### config.mk
export PLATFORM = sky130hd
export DESIGN_NAME = fwb_engine
export DESIGN_NICKNAME = d
export VERILOG_FILES = /design/src/rtl/fwb_pkg.sv /design/src/rtl/fwb_pick.sv /design/src/rtl/fwb_store.sv /design/src/rtl/fwb_seq.sv /design/src/rtl/fwb_engine.sv
export SDC_FILE = /design/constraint.sdc
export NUM_CORES = 2
export LEC_CHECK = 0
export BUFFER_PORTS_ARGS = -buffer_cell sky130_fd_sc_hd__buf_2
export CORE_MARGIN = 5
export CORE_UTILIZATION = 30
export CTS_CLUSTER_SIZE = 28
export DETAILED_ROUTE_END_ITERATION = 8
export GPL_ROUTABILITY_DRIVEN = 0
export HOLD_SLACK_MARGIN = 0.05
export PLACE_DENSITY = 0.45
export SLEW_MARGIN = 20
export SYNTH_ARGS = -nofsm -noshare
export SYNTH_HDL_FRONTEND = slang
export SYNTH_HIERARCHICAL = 1
export SYNTH_SLANG_ARGS = --single-unit
### constraint.sdc
create_clock -name clk -period 3.65 [get_ports clk]
set_clock_uncertainty 0.15 [all_clocks]
set_input_delay 0.1825 -clock clk [delete_from_list [all_inputs] [get_ports clk]]
set_output_delay 0.1825 -clock clk [all_outputs]
set_load 0.05 [all_outputs]
### src/rtl/fwb_pkg.sv
package fwb_pkg;
    localparam int REG_AW = 9;
    localparam logic [REG_AW-1:0] OFF_BASE  = 9'h000;
    localparam logic [REG_AW-1:0] OFF_CMD   = 9'h020;
    localparam logic [REG_AW-1:0] OFF_VALID = 9'h030;
    localparam logic [REG_AW-1:0] OFF_SLOTS = 9'h100;
    localparam logic [15:0]       CMD_KEY   = 16'hA442;

    typedef enum logic [2:0] {
        ST_IDLE,
        ST_SCAN,
        ST_PROG,
        ST_FINISH,
        ST_ABORT
    } seq_state_t;
endpackage

### src/rtl/fwb_pick.sv
module fwb_pick #(
    parameter int N    = 32,
    parameter int IDXW = $clog2(N)
) (
    input  logic [N-1:0]    mask,
    output logic            found,
    output logic [IDXW-1:0] idx
);
    always_comb begin
        found = 1'b0;
        idx   = '0;
        for (int i = N - 1; i >= 0; i--) begin
            if (mask[i]) begin
                found = 1'b1;
                idx   = IDXW'(i);
            end
        end
    end
endmodule

### src/rtl/fwb_store.sv
module fwb_store #(
    parameter int N    = 32,
    parameter int DW   = 32,
    parameter int IDXW = $clog2(N)
) (
    input  logic            clk,
    input  logic            rst_n,
    input  logic            slot_we,
    input  logic [IDXW-1:0] slot_idx,
    input  logic [DW-1:0]   slot_wdata,
    input  logic            flags_we,
    input  logic [N-1:0]    flags_wdata,
    input  logic            flags_clr,
    output logic [DW-1:0]   slots [N],
    output logic [N-1:0]    flags
);
    for (genvar g = 0; g < N; g++) begin : g_slot
        always_ff @(posedge clk or negedge rst_n) begin
            if (!rst_n)
                slots[g] <= '0;
            else if (slot_we && slot_idx == IDXW'(g))
                slots[g] <= slot_wdata;
        end
    end

    always_ff @(posedge clk or negedge rst_n) begin
        if (!rst_n)
            flags <= '0;
        else if (flags_clr)
            flags <= '0;
        else if (flags_we)
            flags <= flags_wdata;
        else if (slot_we)
            flags <= flags | (N'(1) << slot_idx);
    end
endmodule

### src/rtl/fwb_seq.sv
module fwb_seq
    import fwb_pkg::*;
#(
    parameter int N    = 32,
    parameter int DW   = 32,
    parameter int AW   = 20,
    parameter int IDXW = $clog2(N)
) (
    input  logic          clk,
    input  logic          rst_n,
    input  logic          start,
    input  logic [N-1:0]  flags,
    input  logic [DW-1:0] slots [N],
    input  logic [AW-1:0] base,
    output logic          busy,
    output logic          flags_clr,
    output logic          fl_req,
    output logic [AW-1:0] fl_addr,
    output logic [DW-1:0] fl_wdata,
    input  logic          fl_done,
    input  logic [DW-1:0] fl_rdata,
    input  logic          fl_prot,
    output logic          op_done,
    output logic          op_verr,
    output logic          op_abort
);
    seq_state_t      state_q, state_d;
    logic [N-1:0]    pend_q;
    logic [IDXW-1:0] idx_q;
    logic            verr_q;
    logic            pick_found;
    logic [IDXW-1:0] pick_idx;

    fwb_pick #(.N(N), .IDXW(IDXW)) u_pick (
        .mask  (pend_q),
        .found (pick_found),
        .idx   (pick_idx)
    );

    always_comb begin
        state_d = state_q;
        unique case (state_q)
            ST_IDLE:   if (start) state_d = fl_prot ? ST_ABORT : ST_SCAN;
            ST_SCAN:   state_d = pick_found ? ST_PROG : ST_FINISH;
            ST_PROG:   if (fl_done) state_d = fl_prot ? ST_ABORT : ST_SCAN;
            ST_FINISH: state_d = ST_IDLE;
            ST_ABORT:  state_d = ST_IDLE;
            default:   state_d = ST_IDLE;
        endcase
    end

    always_ff @(posedge clk or negedge rst_n) begin
        if (!rst_n) state_q <= ST_IDLE;
        else        state_q <= state_d;
    end

    always_ff @(posedge clk or negedge rst_n) begin
        if (!rst_n) begin
            pend_q <= '0;
            idx_q  <= '0;
            verr_q <= 1'b0;
        end else begin
            verr_q <= 1'b0;
            if (state_q == ST_IDLE && start)
                pend_q <= flags;
            if (state_q == ST_SCAN && pick_found)
                idx_q <= pick_idx;
            if (state_q == ST_PROG && fl_done) begin
                pend_q[idx_q] <= 1'b0;
                verr_q <= !fl_prot && ((fl_rdata & ~slots[idx_q]) != '0);
            end
        end
    end

    always_comb begin
        busy      = (state_q != ST_IDLE);
        fl_req    = (state_q == ST_PROG);
        fl_addr   = base + (AW'(idx_q) << 2);
        fl_wdata  = slots[idx_q];
        op_done   = (state_q == ST_FINISH);
        op_abort  = (state_q == ST_ABORT);
        flags_clr = op_done || op_abort;
        op_verr   = verr_q;
    end

    // a request always targets a slot still pending
    a_r5_req_pending: assert property (@(posedge clk) disable iff (!rst_n)
        fl_req |-> pend_q[idx_q]);
    // scanning an empty pending set completes next cycle
    a_r6_empty_done: assert property (@(posedge clk) disable iff (!rst_n)
        (state_q == ST_SCAN && pend_q == '0) |=> op_done);
    // bitmap is empty after completion
    a_r7_flags_cleared: assert property (@(posedge clk) disable iff (!rst_n)
        op_done |=> (flags == '0));
    // protection on done stops requests and aborts
    a_r9_abort_stop: assert property (@(posedge clk) disable iff (!rst_n)
        (fl_req && fl_done && fl_prot) |=> (!fl_req && op_abort && !op_verr));
endmodule

### src/rtl/fwb_engine.sv
module fwb_engine
    import fwb_pkg::*;
#(
    parameter int N_SLOTS = 32,
    parameter int DATA_W  = 32,
    parameter int ADDR_W  = 20
) (
    input  logic                clk,
    input  logic                rst_n,
    input  logic                bus_wr,
    input  logic [REG_AW-1:0]   bus_addr,
    input  logic [DATA_W-1:0]   bus_wdata,
    output logic [DATA_W-1:0]   bus_rdata,
    output logic                fl_req,
    output logic [ADDR_W-1:0]   fl_addr,
    output logic [DATA_W-1:0]   fl_wdata,
    input  logic                fl_done,
    input  logic [DATA_W-1:0]   fl_rdata,
    input  logic                fl_prot,
    output logic                op_done,
    output logic                op_verr,
    output logic                op_abort
);
    // slot window must be aligned to its own size: N_SLOTS a power of two, 4*N_SLOTS <= 256
    localparam int IDXW = $clog2(N_SLOTS);
    localparam int WINL = IDXW + 2;

    logic [DATA_W-1:0] slots [N_SLOTS];
    logic [N_SLOTS-1:0] flags;
    logic [ADDR_W-1:0]  base_q;
    logic busy, flags_clr;
    logic in_slots, slot_we, flags_we, start;
    logic [IDXW-1:0] slot_idx;

    always_comb begin
        in_slots = (bus_addr[REG_AW-1:WINL] == OFF_SLOTS[REG_AW-1:WINL])
                   && (bus_addr[1:0] == 2'b00);
        slot_idx = bus_addr[WINL-1:2];
        slot_we  = bus_wr && !busy && in_slots;
        flags_we = bus_wr && !busy && (bus_addr == OFF_VALID);
        start    = bus_wr && (bus_addr == OFF_CMD)
                   && (bus_wdata[31:16] == CMD_KEY) && bus_wdata[0];
    end

    always_ff @(posedge clk or negedge rst_n) begin
        if (!rst_n)
            base_q <= '0;
        else if (bus_wr && !busy && bus_addr == OFF_BASE)
            base_q <= bus_wdata[ADDR_W-1:0];
    end

    fwb_store #(.N(N_SLOTS), .DW(DATA_W), .IDXW(IDXW)) u_store (
        .clk         (clk),
        .rst_n       (rst_n),
        .slot_we     (slot_we),
        .slot_idx    (slot_idx),
        .slot_wdata  (bus_wdata),
        .flags_we    (flags_we),
        .flags_wdata (bus_wdata[N_SLOTS-1:0]),
        .flags_clr   (flags_clr),
        .slots       (slots),
        .flags       (flags)
    );

    fwb_seq #(.N(N_SLOTS), .DW(DATA_W), .AW(ADDR_W), .IDXW(IDXW)) u_seq (
        .clk       (clk),
        .rst_n     (rst_n),
        .start     (start),
        .flags     (flags),
        .slots     (slots),
        .base      (base_q),
        .busy      (busy),
        .flags_clr (flags_clr),
        .fl_req    (fl_req),
        .fl_addr   (fl_addr),
        .fl_wdata  (fl_wdata),
        .fl_done   (fl_done),
        .fl_rdata  (fl_rdata),
        .fl_prot   (fl_prot),
        .op_done   (op_done),
        .op_verr   (op_verr),
        .op_abort  (op_abort)
    );

    always_comb begin
        bus_rdata = '0;
        if (in_slots)
            bus_rdata = slots[slot_idx];
        else if (bus_addr == OFF_BASE)
            bus_rdata = DATA_W'(base_q);
        else if (bus_addr == OFF_CMD)
            bus_rdata = DATA_W'(busy);
        else if (bus_addr == OFF_VALID)
            bus_rdata = DATA_W'(flags);
    end

    // a wrong key never leaves the idle state
    a_r3_bad_key: assert property (@(posedge clk) disable iff (!rst_n)
        (!busy && bus_wr && bus_addr == OFF_CMD && bus_wdata[31:16] != CMD_KEY) |=> !busy);
    // base register holds while busy
    a_r10_base_locked: assert property (@(posedge clk) disable iff (!rst_n)
        (busy && bus_wr && bus_addr == OFF_BASE) |=> $stable(base_q));
endmodule

Yosys cells after proc, flatten, opt, wreduce, memory -nomap -nowiden. Cells that the tools add are included.

Register bits: 1117. Input port bits: 78. Output and inout bits: 88. Logic and storage cells: 235.

Add/subtract/negate cells: 1. Order comparisons: 4. Equality and inequality tests: 41. Shift-type cells: 1. Mux-type cells: 87. Bitwise operators: 7. Reductions and logical operators: 56.

Operators by type and width (count): 32-bit two-way mux (13); 32-bit binary-select mux with 5-bit select (2); 5-bit two-way mux (32); 5-bit == test (second input constant) (16); 32-bit AND (2); 32-bit inverter (2); 1-bit logical AND (45); 5-bit by 4-bit == test with 1-bit output (second input constant) (8); 1-bit two-way mux (35); 32-bit OR (1); 32-bit nonzero test (1); 1-bit by 5-bit left shift with 32-bit output (first input constant) (1); 20-bit by 7-bit adder with 20-bit output (1); 5-bit by 3-bit == test with 1-bit output (second input constant) (4); 9-bit by 6-bit == test with 1-bit output (second input constant) (2); 16-bit == test (second input constant) (1); 6-bit greater-or-equal comparator (second input constant) (2); 5-bit inverter with 6-bit output (2); 5-bit by 2-bit == test with 1-bit output (second input constant) (2); 9-bit zero test (1); 3-bit two-way mux (3); 3-bit one-hot mux with 3 select lines (1); 3-bit by 2-bit == test with 1-bit output (second input constant) (2); 5-bit by 6-bit < comparator with 1-bit output (second input constant) (1); other kinds (14) (17).

Depth between registers and ports, before layout.
Depth after elaboration: 34. Gate-level depth with buffers: 11. Depth with buffers taken out: 9.

Cells and area by module. Netlist, hierarchy kept.

Modules (own cells, without submodules): fwb_store (instances 1, cells each 2452, area an instance 40074.7 sq um, seq. area each 26425.3 sq um); fwb_seq (instances 1, cells each 1240, area an instance 10402.5 sq um, seq. area each 1026.0 sq um); fwb_engine (instances 1, cells each 855, area an instance 9709.3 sq um, seq. area each 500.5 sq um); fwb_pick (instances 1, cells each 65, area an instance 370.4 sq um, seq. area each 0.0 sq um).

Worst setup path after synthesis. OpenSTA, ideal clock, no wires.

Kind: reg-to-reg. From: register u_seq.state_q[0]. To: register u_store.flags[12]. Setup time: 0.086 ns. Arrival time: 2.931 ns. Data required time: 3.414 ns. Path slack: 0.483 ns. Cell stages (with the launch flop): 9. Buffers on the path: 3. Period minus slack after synthesis: 3.167 ns. Cells stage by stage: dfrtp_1 -> nor3b_1 -> or2_2 -> clkbuf_1 -> o21ba_2 -> clkbuf_1 -> buf_2 -> a311oi_1 -> nor3_1.

Elaborated cells on any way between the ends: 11. Classes of those cells: 2 x eq/ne; 2 x mux; 7 x reduce/logical.

RTL lines: start, declared (RTL line fwb_seq.sv:27) `seq_state_t state_q, state_d;`; start signal, assigned (RTL line fwb_seq.sv:54) `else state_q <= state_d;`; 3-bit == test (*) (RTL line fwb_seq.sv:81) `op_abort = (state_q == ST_ABORT);`; via op_abort (RTL line fwb_engine.sv:22) `output logic op_abort`; 1-bit logical OR (*) (RTL line fwb_seq.sv:82) `flags_clr = op_done || op_abort;`; via flags_clr (RTL line fwb_engine.sv:31) `logic busy, flags_clr;`; 3-bit nonzero test (no source line) / 32-bit two-way mux (equally long branches); end signal, assigned (RTL line fwb_store.sv:32) `flags <= flags_wdata;`; end signal, assigned (RTL line fwb_store.sv:34) `flags <= flags | (N'(1) << slot_idx);`; end, declared (RTL line fwb_store.sv:15) `output logic [N-1:0] flags`.

Mark *: on every way through the listed nets, which the timed path passes. The rest lies on a longest branch. A chain may end at the register's enable or synchronous reset.

Worst setup path in the final report.
From: register u_seq.idx_q[1]. To: output port fl_wdata[31].

Cells in the longest elaborated chain, start to end: 4.

RTL lines: start, declared (RTL line fwb_seq.sv:29) `logic [IDXW-1:0] idx_q;`; start signal, assigned (RTL line fwb_seq.sv:67) `idx_q <= pick_idx;`; 5-bit inverter with 6-bit output (not written as such) (RTL line fwb_seq.sv:79) `fl_wdata = slots[idx_q];`; 32-bit binary-select mux with 5-bit select (RTL line fwb_seq.sv:79); 32-bit two-way mux (not written as such) (2 in a row) (RTL line fwb_seq.sv:79); end, declared (RTL line fwb_engine.sv:16) `output logic [DATA_W-1:0] fl_wdata,`.

Every way passes these cells. The select of a mux whose other input is x is not followed.

==> flow_metrics.tcl <==
set metrics [dict create \
    initial_core_util 0.301 \
    crit_family "simple AND/OR/NAND/NOR gates" \
    grt_pass1_vias 44400 \
    place_area_um2 66800 \
    period_minus_slack_ps 3640 \
    power_mw 29.1 \
    finalCritPeriodShare 0.998 \
    final_cell_mix "dfrtp_1, mux2_2, mux2i_1" \
    syn_nets 4696 \
    critPathKind "reg2out" \
    timing.hold.ws_ps 105 \
    synth_ff_type "dfrtp_1" \
    die_y_um 459 \
    yosysSeqAreaShare 0.462 \
    clock_path_buffers 3 \
    final-hold-violation-count 0 \
    grt_max_degree 127 \
    syn-cell-area_um2 60600 \
    hold_path.class "in2reg" \
    yosys_warnings 6 \
    antenna_found_initial 22 \
    rsz0062_at_grt "yes" \
    drc 0 \
    async_flop_share 1.00 \
    yosysUniqueCellTypes 88 \
    path_cells "buf_12 -> or4_2 -> buf_12 -> o22ai_2 -> nor4_4 -> buf_4 -> nand2_1 -> buf_4" \
    path_buf_inv 4 \
    arrival_ps 3310 \
    dieArea_um2 211000 \
    worst_slew_pin_slew_ps 1170 \
    grt_overflow 0 \
    worstPathRequired_ps 3320 \
    slowest_delay_ps 720 \
    final_common_cell "dfrtp_1" \
    pwr_density_cell_nw_per_um2 398 \
    maxCapViolations 0 \
    root_buffer "clkbuf_16" \
    utilization 0.362 \
    track_usage 0.248 \
    wl_per_cell_um 35.1 \
    numCtsBuffers 137 \
    dpl.hpwl_um 171000 \
    crit_path_max_fanout 20 \
    finalSetupViolCount 0 \
    via_count 44400 \
    synth_edf_count 0 \
    detail-route-antenna-nets 0 \
    firstDrtPassIters 6 \
    ys_ff_latch 1117 \
    syn2layout_area_growth_pct 20.6 \
    io_buffers 165 \
    cp-start-kind "flop" \
    clock_latency_ps 800 \
    drt_iter0_markers 4477 \
    cp_slowest_cell "or4_2" \
    stdcell_count 7646 \
    final_layout_size_suffix_gt1_frac 0.418 \
    nFillCells 19700 \
    drv_slew 0 \
    peakVddDrop_uv 477 \
    p_leak_nw 31.8 \
    synthCells 4612 \
    synth_top_area_cell "dfrtp_1" \
    die_w_um 459 \
    clk_pin_slew_ps 60 \
    slew_headroom 0.215 \
    nets 4953 \
    max_freq_ghz 0.275 \
    cts_tree "done" \
    synth_top_area_frac 0.462 \
    cts_sinks 1117 \
    grt_pass1_wl_um 372000 \
    pin_count 166 \
    dp_cells 7300 \
    yosys-top-cells-area "dfrtp_1, mux2_2, mux2i_1, mux4_2, o22ai_1" \
    status "finished, final reports clean" \
    end_kind "output port" \
    rows 165 \
    avgViaCountPerCell 5.81 \
    design_area_um2 73000 \
    ctsHtreeMaxLevel 4 \
    syn_area_per_cell_um2 13.1 \
    wl_um 269000 \
    coreArea_um2 201000 \
]
cells in the mapped netlist, types with 14 or more instances:
| master | instances |
|---|---|
| mux4_2 | 173 |
| mux4_1 | 17 |
| nor2b_1 | 37 |
| clkbuf_1 | 202 |
| mux2i_1 | 697 |
| buf_4 | 43 |
| o221ai_1 | 38 |
| buf_6 | 30 |
| o22ai_1 | 267 |
| buf_2 | 152 |
| nand2_1 | 106 |
| nor2_1 | 57 |
| nor4_1 | 70 |
| a22oi_1 | 59 |
| a221oi_1 | 14 |
| mux2_2 | 1034 |
| a21oi_1 | 110 |
| nand3_1 | 24 |
| mux2_1 | 18 |
| a311oi_1 | 25 |
| inv_1 | 21 |
| dfrtp_1 | 1117 |
| nor3_1 | 40 |
per-stage QoR:
stage	TNS [ps]	worst slack, ps
3_3_place_gp	-153	-153
6_report	0	8.18
3_5_place_dp	-168	-168
5_1_grt	-63.8	-27.3
4_1_cts	-123	-55.5
2_1_floorplan	0	483
final cells by class:
cell class | instances | area, µm² | area share
Antenna cell | 3 | 7.51 | 0.000103
Clock buffer | 211 | 4080 | 0.0559
Clock inverter | 30 | 345 | 0.00473
Inverter | 22 | 82.6 | 0.00113
Multi-Input combinational cell | 3025 | 31000 | 0.425
Sequential cell | 1117 | 28000 | 0.383
Tap cell | 2672 | 3340 | 0.0458
Timing Repair Buffer | 566 | 6180 | 0.0846
what timing repair did:
action	in CTS	in global routing
pin swaps	8	9
gates cloned	5	3
hold endpoints to repair	2105	0
buffers inserted	25	9
hold buffers	60	0
resized for setup	114	29
setup endpoints to repair	43	30
cell families after synthesis:
kind of cell	share of synthesized area
mux	0.383
fa+ha+maj	0.00136
buf+inv	0.0409
simple gates	0.0420
xor+xnor	0.00231
flops	0.462
compound gates	0.0693
worst reg2reg max path: cells and delay by family (launching register included):
kind            cells  cell delay [ps]
compound gates      3              780
flops               1              420
buf+inv             3              930
simple gates        4             1180
layer usage:
| layer | routed length, µm | global-route usage | vias to the layer above |
|---|---|---|---|
| met3 | 17500 | 0.0422 | 379 |
| met1 | 121000 | 0.352 | 24100 |
| met5 | 58 | 0 | - |
| met2 | 120000 | 0.383 | 1746 |
| met4 | 10600 | 0.0873 | 8 |
| li1 | - | - | 18200 |
worst paths after layout:
kind,from,end,slack (ps),cells past startpoint
worst min register to register,u_store/slots[923]$_DFFE_PN0P_,u_store/slots[923]$_DFFE_PN0P_,360,1
worst min-delay path,fl_rdata[13],u_seq/op_verr$_DFF_PN0_,110,6
worst max-delay path,u_seq/idx_q[1]$_DFFE_PN0P_,fl_wdata[31],8,8
worst max register to register,u_seq/idx_q[1]$_DFFE_PN0P_,u_seq/op_verr$_DFF_PN0_,60,10
max in group asynchronous,rst_n,u_store/slots[876]$_DFFE_PN0P_,2430,3
min in group asynchronous,rst_n,u_store/slots[871]$_DFFE_PN0P_,120,3
sequential cells by signal (all words and copies together) (netlist names):
signal         count
u_seq/op_verr      1
u_store/flags     32
u_seq/pend_q      32
u_seq/state_q      3
u_seq/idx_q        5
base_q            20
u_store/slots   1024
where the power goes:
group	switching [mW]	total, mW	internal, mW	leakage [nW]
sequential	0.315	13.0	12.7	15.5
clock	5.65	13.7	8.04	2.18
combinational	1.49	2.35	0.861	14.2
total	7.46	29.1	21.6	31.8
Note: power is estimated with default switching activity, not from simulation.
